## src/rtl/eprom_rd_pkg.sv

```systemverilog
package eprom_rd_pkg;

    typedef enum logic [1:0] {
        ST_IDLE   = 2'd0,
        ST_ACCESS = 2'd1,
        ST_FLOAT  = 2'd2
    } rd_state_e;

    typedef struct packed {
        logic ce_n;
        logic oe_n;
    } strobe_t;

    localparam strobe_t STROBE_OFF = '{ce_n: 1'b1, oe_n: 1'b1};

    function automatic int cyc_ceil(input int delay_ns, input int period_ns);
        return (delay_ns + period_ns - 1) / period_ns;
    endfunction

endpackage

```

## src/rtl/eprom_rd_timer.sv

```systemverilog
module eprom_rd_timer #(
    parameter int W = 4
) (
    input  logic         clk,
    input  logic         rst,
    input  logic         load_i,
    input  logic [W-1:0] load_val_i,
    input  logic         dec_i,
    output logic [W-1:0] cnt_o,
    output logic         zero_o
);

    logic [W-1:0] cnt_q;

    always_ff @(posedge clk) begin
        if (rst) begin
            cnt_q <= '0;
        end else if (load_i) begin
            cnt_q <= load_val_i;
        end else if (dec_i && (cnt_q != '0)) begin
            cnt_q <= cnt_q - W'(1);
        end
    end

    assign cnt_o  = cnt_q;
    assign zero_o = (cnt_q == '0);

    // the access countdown advances by exactly one per decrement
    a_r4_dec_step: assert property (@(posedge clk) disable iff (rst)
        (dec_i && !load_i && !zero_o) |=> (cnt_o == $past(cnt_o) - W'(1)));

endmodule

```

## src/rtl/eprom_rd_seq.sv

```systemverilog
module eprom_rd_seq
    import eprom_rd_pkg::*;
#(
    parameter int ADDR_W  = 15,
    parameter int ACC_CYC = 6,
    parameter int OE_CYC  = 4,
    parameter int DF_CYC  = 3
) (
    input  logic              clk,
    input  logic              rst,
    input  logic              req_i,
    input  logic [ADDR_W-1:0] addr_i,
    output logic              ready_o,
    output logic [ADDR_W-1:0] mem_addr_o,
    output strobe_t           strb_o,
    output logic              capture_o
);

    localparam int CNT_MAX = (ACC_CYC > DF_CYC) ? ACC_CYC : DF_CYC;
    localparam int CNT_W   = $clog2(CNT_MAX + 1);
    localparam logic [CNT_W-1:0] ACC_LD = CNT_W'(ACC_CYC);
    localparam logic [CNT_W-1:0] DF_LD  = CNT_W'(DF_CYC);
    localparam logic [CNT_W:0]   OE_LIM = (CNT_W + 1)'(OE_CYC + 1);
    localparam logic OE_AT_START = (ACC_CYC <= OE_CYC);
    localparam logic NO_FLOAT    = (DF_CYC == 0);

    rd_state_e         state_q, state_d;
    strobe_t           strb_q;
    logic [ADDR_W-1:0] addr_q;
    logic              tm_load, tm_dec, tm_zero;
    logic [CNT_W-1:0]  tm_val, tm_cnt;

    eprom_rd_timer #(.W(CNT_W)) i_timer (
        .clk        (clk),
        .rst        (rst),
        .load_i     (tm_load),
        .load_val_i (tm_val),
        .dec_i      (tm_dec),
        .cnt_o      (tm_cnt),
        .zero_o     (tm_zero)
    );

    always_comb begin
        state_d = state_q;
        tm_load = 1'b0;
        tm_val  = ACC_LD;
        tm_dec  = 1'b0;
        unique case (state_q)
            ST_IDLE: begin
                if (req_i) begin
                    tm_load = 1'b1;
                    state_d = ST_ACCESS;
                end
            end
            ST_ACCESS: begin
                if (tm_zero) begin
                    if (NO_FLOAT) begin
                        state_d = ST_IDLE;
                    end else begin
                        tm_load = 1'b1;
                        tm_val  = DF_LD;
                        state_d = ST_FLOAT;
                    end
                end else begin
                    tm_dec = 1'b1;
                end
            end
            ST_FLOAT: begin
                if (tm_zero || (tm_cnt == CNT_W'(1))) begin
                    state_d = ST_IDLE;
                end else begin
                    tm_dec = 1'b1;
                end
            end
            default: state_d = ST_IDLE;
        endcase
    end

    always_ff @(posedge clk) begin
        if (rst) begin
            state_q <= ST_IDLE;
            strb_q  <= STROBE_OFF;
            addr_q  <= '0;
        end else begin
            state_q <= state_d;
            case (state_q)
                ST_IDLE: begin
                    if (req_i) begin
                        addr_q      <= addr_i;
                        strb_q.ce_n <= 1'b0;
                        strb_q.oe_n <= !OE_AT_START;
                    end
                end
                ST_ACCESS: begin
                    if (tm_zero) begin
                        strb_q <= STROBE_OFF;
                    end else if ({1'b0, tm_cnt} <= OE_LIM) begin
                        strb_q.oe_n <= 1'b0;
                    end
                end
                default: strb_q <= STROBE_OFF;
            endcase
        end
    end

    assign ready_o    = (state_q == ST_IDLE);
    assign capture_o  = (state_q == ST_ACCESS) && tm_zero;
    assign mem_addr_o = addr_q;
    assign strb_o     = strb_q;

    // output gate only under an active chip select
    a_r3_oe_needs_ce: assert property (@(posedge clk) disable iff (rst)
        !strb_q.oe_n |-> !strb_q.ce_n);

    // address steady after the first access cycle
    a_r5_addr_held: assert property (@(posedge clk) disable iff (rst)
        (state_q == ST_ACCESS && tm_cnt != ACC_LD) |-> $stable(addr_q));

    // chip select stays low until the capture cycle
    a_r5_ce_held: assert property (@(posedge clk) disable iff (rst)
        (state_q == ST_ACCESS && !tm_zero) |=> !strb_q.ce_n);

    // bus released during the float interval
    a_r6_float_released: assert property (@(posedge clk) disable iff (rst)
        (state_q == ST_FLOAT) |-> (strb_q.ce_n && strb_q.oe_n));

    // standby whenever a request could be accepted
    a_r7_idle_standby: assert property (@(posedge clk) disable iff (rst)
        ready_o |-> strb_q.ce_n);

endmodule

```

## src/rtl/eprom_rd_capture.sv

```systemverilog
module eprom_rd_capture #(
    parameter int DATA_W = 8
) (
    input  logic              clk,
    input  logic              rst,
    input  logic              capture_i,
    input  logic [DATA_W-1:0] dq_i,
    output logic              rvalid_o,
    output logic [DATA_W-1:0] rdata_o
);

    logic              rvalid_q;
    logic [DATA_W-1:0] rdata_q;

    always_ff @(posedge clk) begin
        if (rst) begin
            rvalid_q <= 1'b0;
            rdata_q  <= '0;
        end else begin
            rvalid_q <= capture_i;
            if (capture_i) begin
                rdata_q <= dq_i;
            end
        end
    end

    assign rvalid_o = rvalid_q;
    assign rdata_o  = rdata_q;

    // the valid output never lasts two cycles
    a_r4_single_pulse: assert property (@(posedge clk) disable iff (rst)
        rvalid_o |=> !rvalid_o);

    // returned byte only moves on a capture
    a_r8_data_hold: assert property (@(posedge clk) disable iff (rst)
        !capture_i |=> $stable(rdata_o));

endmodule

```

## src/rtl/eprom_rd_ctrl.sv

```systemverilog
module eprom_rd_ctrl
    import eprom_rd_pkg::*;
#(
    parameter int ADDR_W    = 15,
    parameter int DATA_W    = 8,
    parameter int CLK_NS    = 10,
    parameter int T_ACC_NS  = 55,
    parameter int T_OE_NS   = 35,
    parameter int T_DF_NS   = 25
) (
    input  logic              clk,
    input  logic              rst,
    input  logic              req_i,
    input  logic [ADDR_W-1:0] addr_i,
    output logic              ready_o,
    output logic              rvalid_o,
    output logic [DATA_W-1:0] rdata_o,
    output logic [ADDR_W-1:0] mem_addr_o,
    output logic              mem_ce_n_o,
    output logic              mem_oe_n_o,
    input  logic [DATA_W-1:0] mem_dq_i
);

    localparam int ACC_CYC = cyc_ceil(T_ACC_NS, CLK_NS);
    localparam int OE_CYC  = cyc_ceil(T_OE_NS, CLK_NS);
    localparam int DF_CYC  = cyc_ceil(T_DF_NS, CLK_NS);

    strobe_t strb;
    logic    capture;

    eprom_rd_seq #(
        .ADDR_W  (ADDR_W),
        .ACC_CYC (ACC_CYC),
        .OE_CYC  (OE_CYC),
        .DF_CYC  (DF_CYC)
    ) i_seq (
        .clk        (clk),
        .rst        (rst),
        .req_i      (req_i),
        .addr_i     (addr_i),
        .ready_o    (ready_o),
        .mem_addr_o (mem_addr_o),
        .strb_o     (strb),
        .capture_o  (capture)
    );

    eprom_rd_capture #(.DATA_W(DATA_W)) i_capture (
        .clk       (clk),
        .rst       (rst),
        .capture_i (capture),
        .dq_i      (mem_dq_i),
        .rvalid_o  (rvalid_o),
        .rdata_o   (rdata_o)
    );

    assign mem_ce_n_o = strb.ce_n;
    assign mem_oe_n_o = strb.oe_n;

endmodule

```

## config.mk

```make
export PLATFORM = sky130hd
export DESIGN_NAME = eprom_rd_ctrl
export DESIGN_NICKNAME = d
export VERILOG_FILES = /design/src/rtl/eprom_rd_pkg.sv /design/src/rtl/eprom_rd_timer.sv /design/src/rtl/eprom_rd_seq.sv /design/src/rtl/eprom_rd_capture.sv /design/src/rtl/eprom_rd_ctrl.sv
export SDC_FILE = /design/constraint.sdc
export NUM_CORES = 1
export LEC_CHECK = 0
export ABC_AREA = 1
export BUFFER_PORTS_ARGS = -buffer_cell sky130_fd_sc_hd__buf_2
export CAP_MARGIN = 25
export CORE_ASPECT_RATIO = 1.4
export CORE_UTILIZATION = 52
export DETAILED_ROUTE_END_ITERATION = 16
export PLACE_DENSITY = 0.83
export REMOVE_ABC_BUFFERS = 1
export SYNTH_ARGS = -nofsm -noshare
export SYNTH_HDL_FRONTEND = slang
export SYNTH_HIERARCHICAL = 1
export SYNTH_SLANG_ARGS = --single-unit
```

## constraint.sdc

```tcl
create_clock -name clk -period 2.35 [get_ports clk]
set_input_delay 0.705 -clock clk [delete_from_list [all_inputs] [get_ports clk]]
set_output_delay 0.705 -clock clk [all_outputs]
set_load 0.02 [all_outputs]
```

==> results of run 1 <==
-- sequential cells by signal (all words and copies together), names as in the netlist --
signal and flops:
i_capture/rvalid_o 1, i_capture/rdata_o 8, i_seq/i_timer/cnt_o 3, i_seq/strb_o 2, i_seq/state_q 2, i_seq/mem_addr_o 15
-- placed cells by master, fill, tap and decap left out, drive strengths merged --
cell | synthesis | routed
nand4 | 1 | 1
nor2 | 56 | 56
clkinv | 0 | 1
clkbuf | 0 | 6
dfxtp | 31 | 31
a21oi | 2 | 2
a21boi | 1 | 1
inv | 29 | 29
ha | 7 | 7
conb | 1 | 1
o211ai | 1 | 1
buf | 5 | 53
o21ai | 18 | 18
nand3 | 5 | 5
nand2 | 40 | 40
-- area by class of cell --
| type | count | area, sq um | area share |
|---|---|---|---|
| clock buffer | 6 | 51.3 | 0.0290 |
| clock inverter | 1 | 5.00 | 0.00283 |
| tap | 36 | 45.0 | 0.0255 |
| inverter | 29 | 111 | 0.0630 |
| sequential | 31 | 621 | 0.351 |
| timing repair buffer | 53 | 268 | 0.152 |
| multi-input combinational | 132 | 666 | 0.377 |
-- cell families after synthesis --
logic type	Yosys count
buf+inv	34
flops	31
compound gates	22
simple gates	102
fa+ha+maj	7
other cells	1
-- cells in the mapped netlist --
library cell,count
a21boi_0,1
a21oi_1,2
buf_2,2
buf_6,2
buf_8,1
conb_1,1
dfxtp_1,31
ha_1,7
inv_1,23
inv_2,5
inv_4,1
nand2_1,35
nand2_2,5
nand3_1,5
nand4_1,1
nor2_1,34
nor2_2,22
o211ai_1,1
o21ai_0,9
o21ai_1,9
-- report_power, final --
group | internal [mW] | switching (mW)
sequential | 0.699 | 0.100
combinational | 0.405 | 0.756
clock | 0.138 | 0.168
total | 1.24 | 1.02
-- critical path, cell delays in order (launching register included) --
cell	delay, ns
dfxtp_1	0.39
inv_1	0.10
ha_1	0.25
buf_2	0.17
-- path summary, 6_finish.rpt --
| path | start | end | cells after the start |
|---|---|---|---|
| setup reg to reg | i_seq/i_timer/cnt_o[0] | i_seq/i_timer/cnt_o[1] | 11 |
| hold / removal | i_seq/strb_o[1] | i_seq/strb_o[1] | 2 |
| hold reg to reg | i_seq/strb_o[1] | i_seq/strb_o[1] | 2 |
| setup / recovery | i_seq/state_q[0] | ready_o | 3 |
-- layer usage --
metal | vias up | GRT usage
met5 | - | 0
li1 | 700 | -
met3 | 6 | 0.0706
met1 | 566 | 0.250
met2 | 25 | 0.358
met4 | 0 | 0.107
-- through the flow --
| step | hold slack, ns | std cells | util |
|---|---|---|---|
| 3_5_place_dp | 0.455 | 281 | 0.647 |
| 6_report | 0.469 | 288 | 0.669 |
| 5_1_grt | 0.494 | 288 | 0.669 |
| 3_3_place_gp | 0.452 | 281 | 0.647 |
| 2_1_floorplan | 0.467 | 192 | - |
| 4_1_cts | 0.477 | 288 | 0.669 |
==> results.md, run 1 <==
* Status: complete, no violations
* DR vias at 1297
* WL/cell at 10.1 um
* Max-cap violations at 0
* Hold Path Class: reg2reg
* Post-synthesis register bit count at 31
* Root buffer cell: clkbuf_4
* Initial Utilization at 0.547
* Initial DRC count at 18
* Worst setup EP type: output pin
* Mux share of post-synthesis cell area at 0
* Area fraction of the dominant cell type after synthesis at 0.429
* Power density over the cells at 1280 mW/mm^2
* Total Wirelength at 2.92 mm
* Post-route clock skew at 0.00752 ns
* Worst IR drop on VDD at 0.765 mV
* Layout cell share with drive strength beyond 1 at 0.369
* GRT Overall Usage at 0.222
* Critical Path Start Type: flop
* CTS tree: done
* Final period util at 0.830
* Synthesis Warnings at 6
* Nets@finish at 285
* Post-Place Worst Slack at 0.605 ns
* Clk_lat worst skew at 0.33 ns
* Largest family of logic cells by synthesized area: simple AND/OR/NAND/NOR gates
* DRT Pass-1 Iters at 4
* Simple-gate share of the synthesized area at 0.318
* Compound-Gate Fraction of Synth Area at 0.0797
* Syn Inst Count at 197
* Hpwl dp at 2.12 mm
* # clock sinks at 31
* Cell variety after synth at 20
* I/O pin cnt at 53
* Required time of the critical path at 1.64 ns
* Area added between synthesis and finish at 22.3%
* Min cycle time layout at 1.95 ns
* H-tree depth reported by CTS at 2
* Setup violations, final at 0
* Vias in the first global route at 1169
* Post-Synth XOR/XNOR Area at 0
* Max Root-Sink Buffers at 2
* Total power at 2.27 mW
* Max-slew violations at 0
* Final Instance Area at 0.00177 sq mm
* First-pass GRT wire length at 4.75 mm
* Core area at 0.00264 sq mm
* DIE WIDTH at 46.6 um
* Area contributors post-synth: dfxtp_1 (43%), nor2_2 (9.5%), nand2_1 (9.1%)
* Leakage at 0.933 nW
* Top Layer Used: met4
* Die Area at 0.00300 sq mm
* Met3 wire length at 119 um
* Port Buffers at 52
* Largest net degree at the start of global routing at 19
* Cell Area, Synth at 0.00145 sq mm
* Synth area leader: dfxtp_1
* Cts hold-fix bufs at 0
* Post-CTS sizing at 0
* Filler Cell Count at 242
* Post-DP Area at 0.00171 sq mm
* Flop2flop setup slack at 0.59 ns
* Total CTS buffers at 5
* Worst path arrival time at 1.25 ns
* Sequential-to-total area share from yosys stat at 0.429
* RSZ-0062 raised after global routing: false
* Final hold vios at 0
* Mapped Avg Cell Area at 7.34 sq um
* Fmax at 513 MHz
* Residual DRC at 0
* WS Path Type: reg2out
* Adder-Cell Fraction of Synth Area at 0.0606
* Critical Path Fanout Max at 4
* Gr ovfl total at 0
* Worst setup margin at 0.400 ns
* Row count at 22
* Post-route ant nets at 0
* Post-CTS setup buffers at 0
* Initial antenna violation count at 0
* Met1 WL at 1.21 mm
* Wire length on met2 at 1.52 mm
* Vias per inst at 4.50
* Reg clk slew, reported paths at 0.09 ns
* Die height at 64.4 um
* Setup TNS at 0 ns
* GP Congestion at 0.872
* Ant diodes at 0
Power figures use the tool's default switching activity.
==> run 2, diff against run 1 <==
--- a/config.mk
+++ b/config.mk
@@ -5,13 +5,13 @@
 export SDC_FILE = /design/constraint.sdc
 export NUM_CORES = 1
 export LEC_CHECK = 0
-export ABC_AREA = 1
+export ABC_AREA = 0
 export BUFFER_PORTS_ARGS = -buffer_cell sky130_fd_sc_hd__buf_2
 export CAP_MARGIN = 25
 export CORE_ASPECT_RATIO = 1.4
-export CORE_UTILIZATION = 52
+export CORE_UTILIZATION = 47
 export DETAILED_ROUTE_END_ITERATION = 16
-export PLACE_DENSITY = 0.83
+export PLACE_DENSITY = 0.78
 export REMOVE_ABC_BUFFERS = 1
 export SYNTH_ARGS = -nofsm -noshare
 export SYNTH_HDL_FRONTEND = slang
==> constraint.sdc (replaced) <==
create_clock -name clk -period 1.8 [get_ports clk]
set_input_delay 0.54 -clock clk [delete_from_list [all_inputs] [get_ports clk]]
set_output_delay 0.54 -clock clk [all_outputs]
set_load 0.02 [all_outputs]
==> run 2 against run 1 <==
Sequential share of layout area up 0.11 points; sequential power increased by 3.6%; first-iteration DRC count stayed put; worst hold slack worse by 0.021 ns.
==> results.md, run 2 <==
* Status: complete, no violations
* Syn Inst Count at 151 (-23%)
* GP Congestion at 0.792 (-9.2%)
* Cell with the most instances after synthesis: nand2_1
* DR vias at 1225 (-5.6%)
* Largest family of logic cells by synthesized area: simple AND/OR/NAND/NOR gates
* Die Area at 0.00304 sq mm (+1.5%)
* Initial DRC count at 18 (unchanged)
* Max-slew violations at 0 (unchanged)
* Row count at 22 (unchanged)
* Comb power frac at 0.367 (-0.145)
* Net Switching at 0.689 mW (-33%)
* Hpwl dp at 2.15 mm (+1.2%)
* Area added between synthesis and finish at 33.9%
* Layout cell share with drive strength beyond 1 at 0.383 (+0.0141)
* CTS tree: done
* DRT Pass-1 Iters at 4 (unchanged)
* Reg-to-reg endpoint: i_seq/i_timer/cnt_o[2]
* Initial Utilization at 0.502 (-0.0450)
* Residual DRC at 0 (unchanged)
* Clock share of power at 0.224 (+0.089)
* Total Wirelength at 2.90 mm (-0.58%)
* Total CTS buffers at 5 (unchanged)
* Fmax at 571 MHz
* Cell variety after synth at 31 (+55%)
* Gr ovfl total at 0 (unchanged)
* Synthesis Warnings at 6 (unchanged)
* Filler Cell Count at 256 (+5.8%)
* Max-cap violations at 0 (unchanged)
* Final period util at 0.972
* Ant diodes at 0 (unchanged)
* Reg clk slew, reported paths at 0.09 ns (about the same)
* Sequential-to-total area share from yosys stat at 0.468 (+0.0385)
* Hold Path Class: in2reg
* EDFF count, synth at 0 (unchanged)
* Leakage at 0.817 nW (-12%)
* WS Path Type: reg2out
* Nets@finish at 246 (-14%)
* Most common cell after layout, fill and taps aside: buf_2
* Worst r2r path cells at 8 (-3)
* Setup violations, final at 0 (unchanged)
* GRT Overall Usage at 0.211 (-0.0101)
* First-pass GRT wire length at 4.63 mm (-2.5%)
* DIE WIDTH at 46.9 um (+0.73%)
* Top post-synthesis cells by count: nand2_1 (37), dfxtp_1 (31), a21oi_1 (18)
* Worst setup EP type: output pin
* Die height at 64.9 um (+0.75%)
* Largest register FFs at 15 (unchanged)
* Mapped Avg Cell Area at 8.78 sq um (+20%)
* Worst setup startpoint: i_seq/state_q[1]
* H-tree depth reported by CTS at 2 (unchanged)
* Port Buffers at 52 (unchanged)
* Post-CTS setup buffers at 0 (unchanged)
* Synth area leader: dfxtp_1
* WL/cell at 11.6 um (+15%)
* Final hold vios at 0 (unchanged)
* Post-DP Area at 0.00166 sq mm (-3.1%)
* Vias per inst at 4.90 (+8.8%)
* Clk_lat worst skew at 0.32 ns (about the same)
* Root buffer cell: clkbuf_4
* Int Pwr at 1.33 mW (+7.0%)
* Commonest non-fill, non-tap cells in the layout: buf_2 (51), nand2_1 (35), dfxtp_1 (27)
* Compound-Gate Fraction of Synth Area at 0.117 (+0.0373)
* Worst path arrival time at 1.21 ns (-0.04 ns)
* Post-route ant nets at 0 (unchanged)
* Crit path to: ready_o
* Final core occ at 0.672 (+0.00331)
* Post-Place Worst Slack at -0.0250 ns (-0.630 ns)
* Power density over the cells at 1140 mW/mm^2 (-11%)
* I/O pin cnt at 53 (unchanged)
* Sw Share at 0.341 (-0.110)
* Cell Area, Synth at 0.00133 sq mm (-8.2%)
* Flop pwr share at 0.410 (+0.057)
* Async S/R FF share, synth at 0 (unchanged)
* Core area at 0.00264 sq mm (unchanged)
* Critical Path Fanout Max at 6 (+2)
* Min cycle time layout at 1.75 ns
* # clock sinks at 31 (unchanged)
* Simple-gate share of the synthesized area at 0.218 (-0.0998)
* Post-route clock skew at 0.00518 ns (-0.00234 ns)
* Mux share of post-synthesis cell area at 0.0679 (+0.0679)
* Vias in the first global route at 1131 (-3.3%)
* Initial antenna violation count at 0 (unchanged)
* Adder-Cell Fraction of Synth Area at 0.0660 (+0.00543)
* Post-synthesis register bit count at 31 (unchanged)
* Critical Path Start Type: flop
* Worst setup margin at 0.0502 ns (-0.349 ns)
* Max Root-Sink Buffers at 2 (unchanged)
* Post-Synth XOR/XNOR Area at 0.00660 (+0.00660)
* Largest net degree at the start of global routing at 18 (-1)
* Reg-to-Reg Start: i_seq/i_timer/cnt_o[0]
* Area fraction of the dominant cell type after synthesis at 0.468 (+0.0385)
* Required time of the critical path at 1.26 ns (-0.38 ns)
* Area contributors post-synth: dfxtp_1 (47%), nand2_1 (10%), a21oi_1 (6.8%)
* Primary FF master, synth: dfxtp_1
* Final Instance Area at 0.00178 sq mm (+0.50%)
* Worst IR drop on VDD at 0.829 mV (+8.4%)
* Flop2flop setup slack at 0.08 ns (-0.51 ns)
==> run 2: final cells by class <==
| class | count | area (sq um) | area share |
|---|---|---|---|
| repair buffers | 61 | 330 | 0.186 |
| multi-input cells | 105 | 667 | 0.376 |
| well taps | 36 | 45.0 | 0.0254 |
| clock buffers | 8 | 68.8 | 0.0388 |
| repair inverters | 1 | 5.00 | 0.00282 |
| flip-flops and latches | 31 | 626 | 0.352 |
| inverters | 8 | 33.8 | 0.0190 |
==> run 2: cell families after synthesis <==
logic type                 Yosys count
DFF                                 31
muxes                                9
other                                1
buffers and inverters               15
adders and majority gates            7
xor gates and xnor gates             1
and+or+nand+nor                     60
AOI/OAI and AO/OA                   27
==> run 2: worst min-delay path by stage <==
stage / startpoint / endpoint / slack, ns / cells past startpoint
5_1_grt: addr_i[1] / i_seq/mem_addr_o[1] / 0.44 / 3
4_1_cts: addr_i[1] / i_seq/mem_addr_o[1] / 0.44 / 3
3_5_place_dp: i_seq/mem_addr_o[13] / i_seq/mem_addr_o[13] / 0.45 / 2
2_1_floorplan: i_seq/state_q[1] / i_seq/state_q[1] / 0.45 / 2
6_report: addr_i[1] / i_seq/mem_addr_o[1] / 0.45 / 3
3_3_place_gp: i_seq/mem_addr_o[6] / i_seq/mem_addr_o[6] / 0.44 / 2
==> run 2: per-stage QoR <==
| stage | TNS, ns | power (mW) | hold slack (ns) | cells |
|---|---|---|---|---|
| final | 0 | 2.02 | 0.447 | 250 |
| after floorplan | -0.129 | 1.27 | 0.455 | 144 |
| after global routing | -0.00218 | 2.14 | 0.438 | 250 |
| after CTS | 0 | 2.00 | 0.435 | 249 |
| after global placement | 0 | 1.50 | 0.441 | 241 |
| after detailed placement | -0.0442 | 1.53 | 0.448 | 241 |
==> run 2: what timing repair did <==
action,CTS,global route
hold buffers,0,0
gates cloned,0,1
endpoints found under the setup margin,3,12
resized for setup,5,9
pin swaps,1,2
==> run 2: worst max-delay path: stages, from the launching register on <==
cell     delay (ns)
dfxtp_2        0.36
inv_1          0.06
buf_4          0.15
ha_4           0.17
buf_4          0.16
==> run 2: power groups by stage <==
stage	combinational, mW	clock [mW]	sequential [mW]
final	0.741	0.452	0.828
after global routing	0.813	0.489	0.841
after CTS	0.711	0.466	0.825
after floorplan	0.342	0	0.930
after global placement	0.667	0	0.834
after detailed placement	0.691	0	0.840
==> run 2: metal layers <==
layer / GRT usage / part of all wire
met1: 0.223 / 0.38
met2: 0.370 / 0.56
met3: 0.0641 / 0.039
met4: 0.0857 / 0.013
met5: 0 / 0
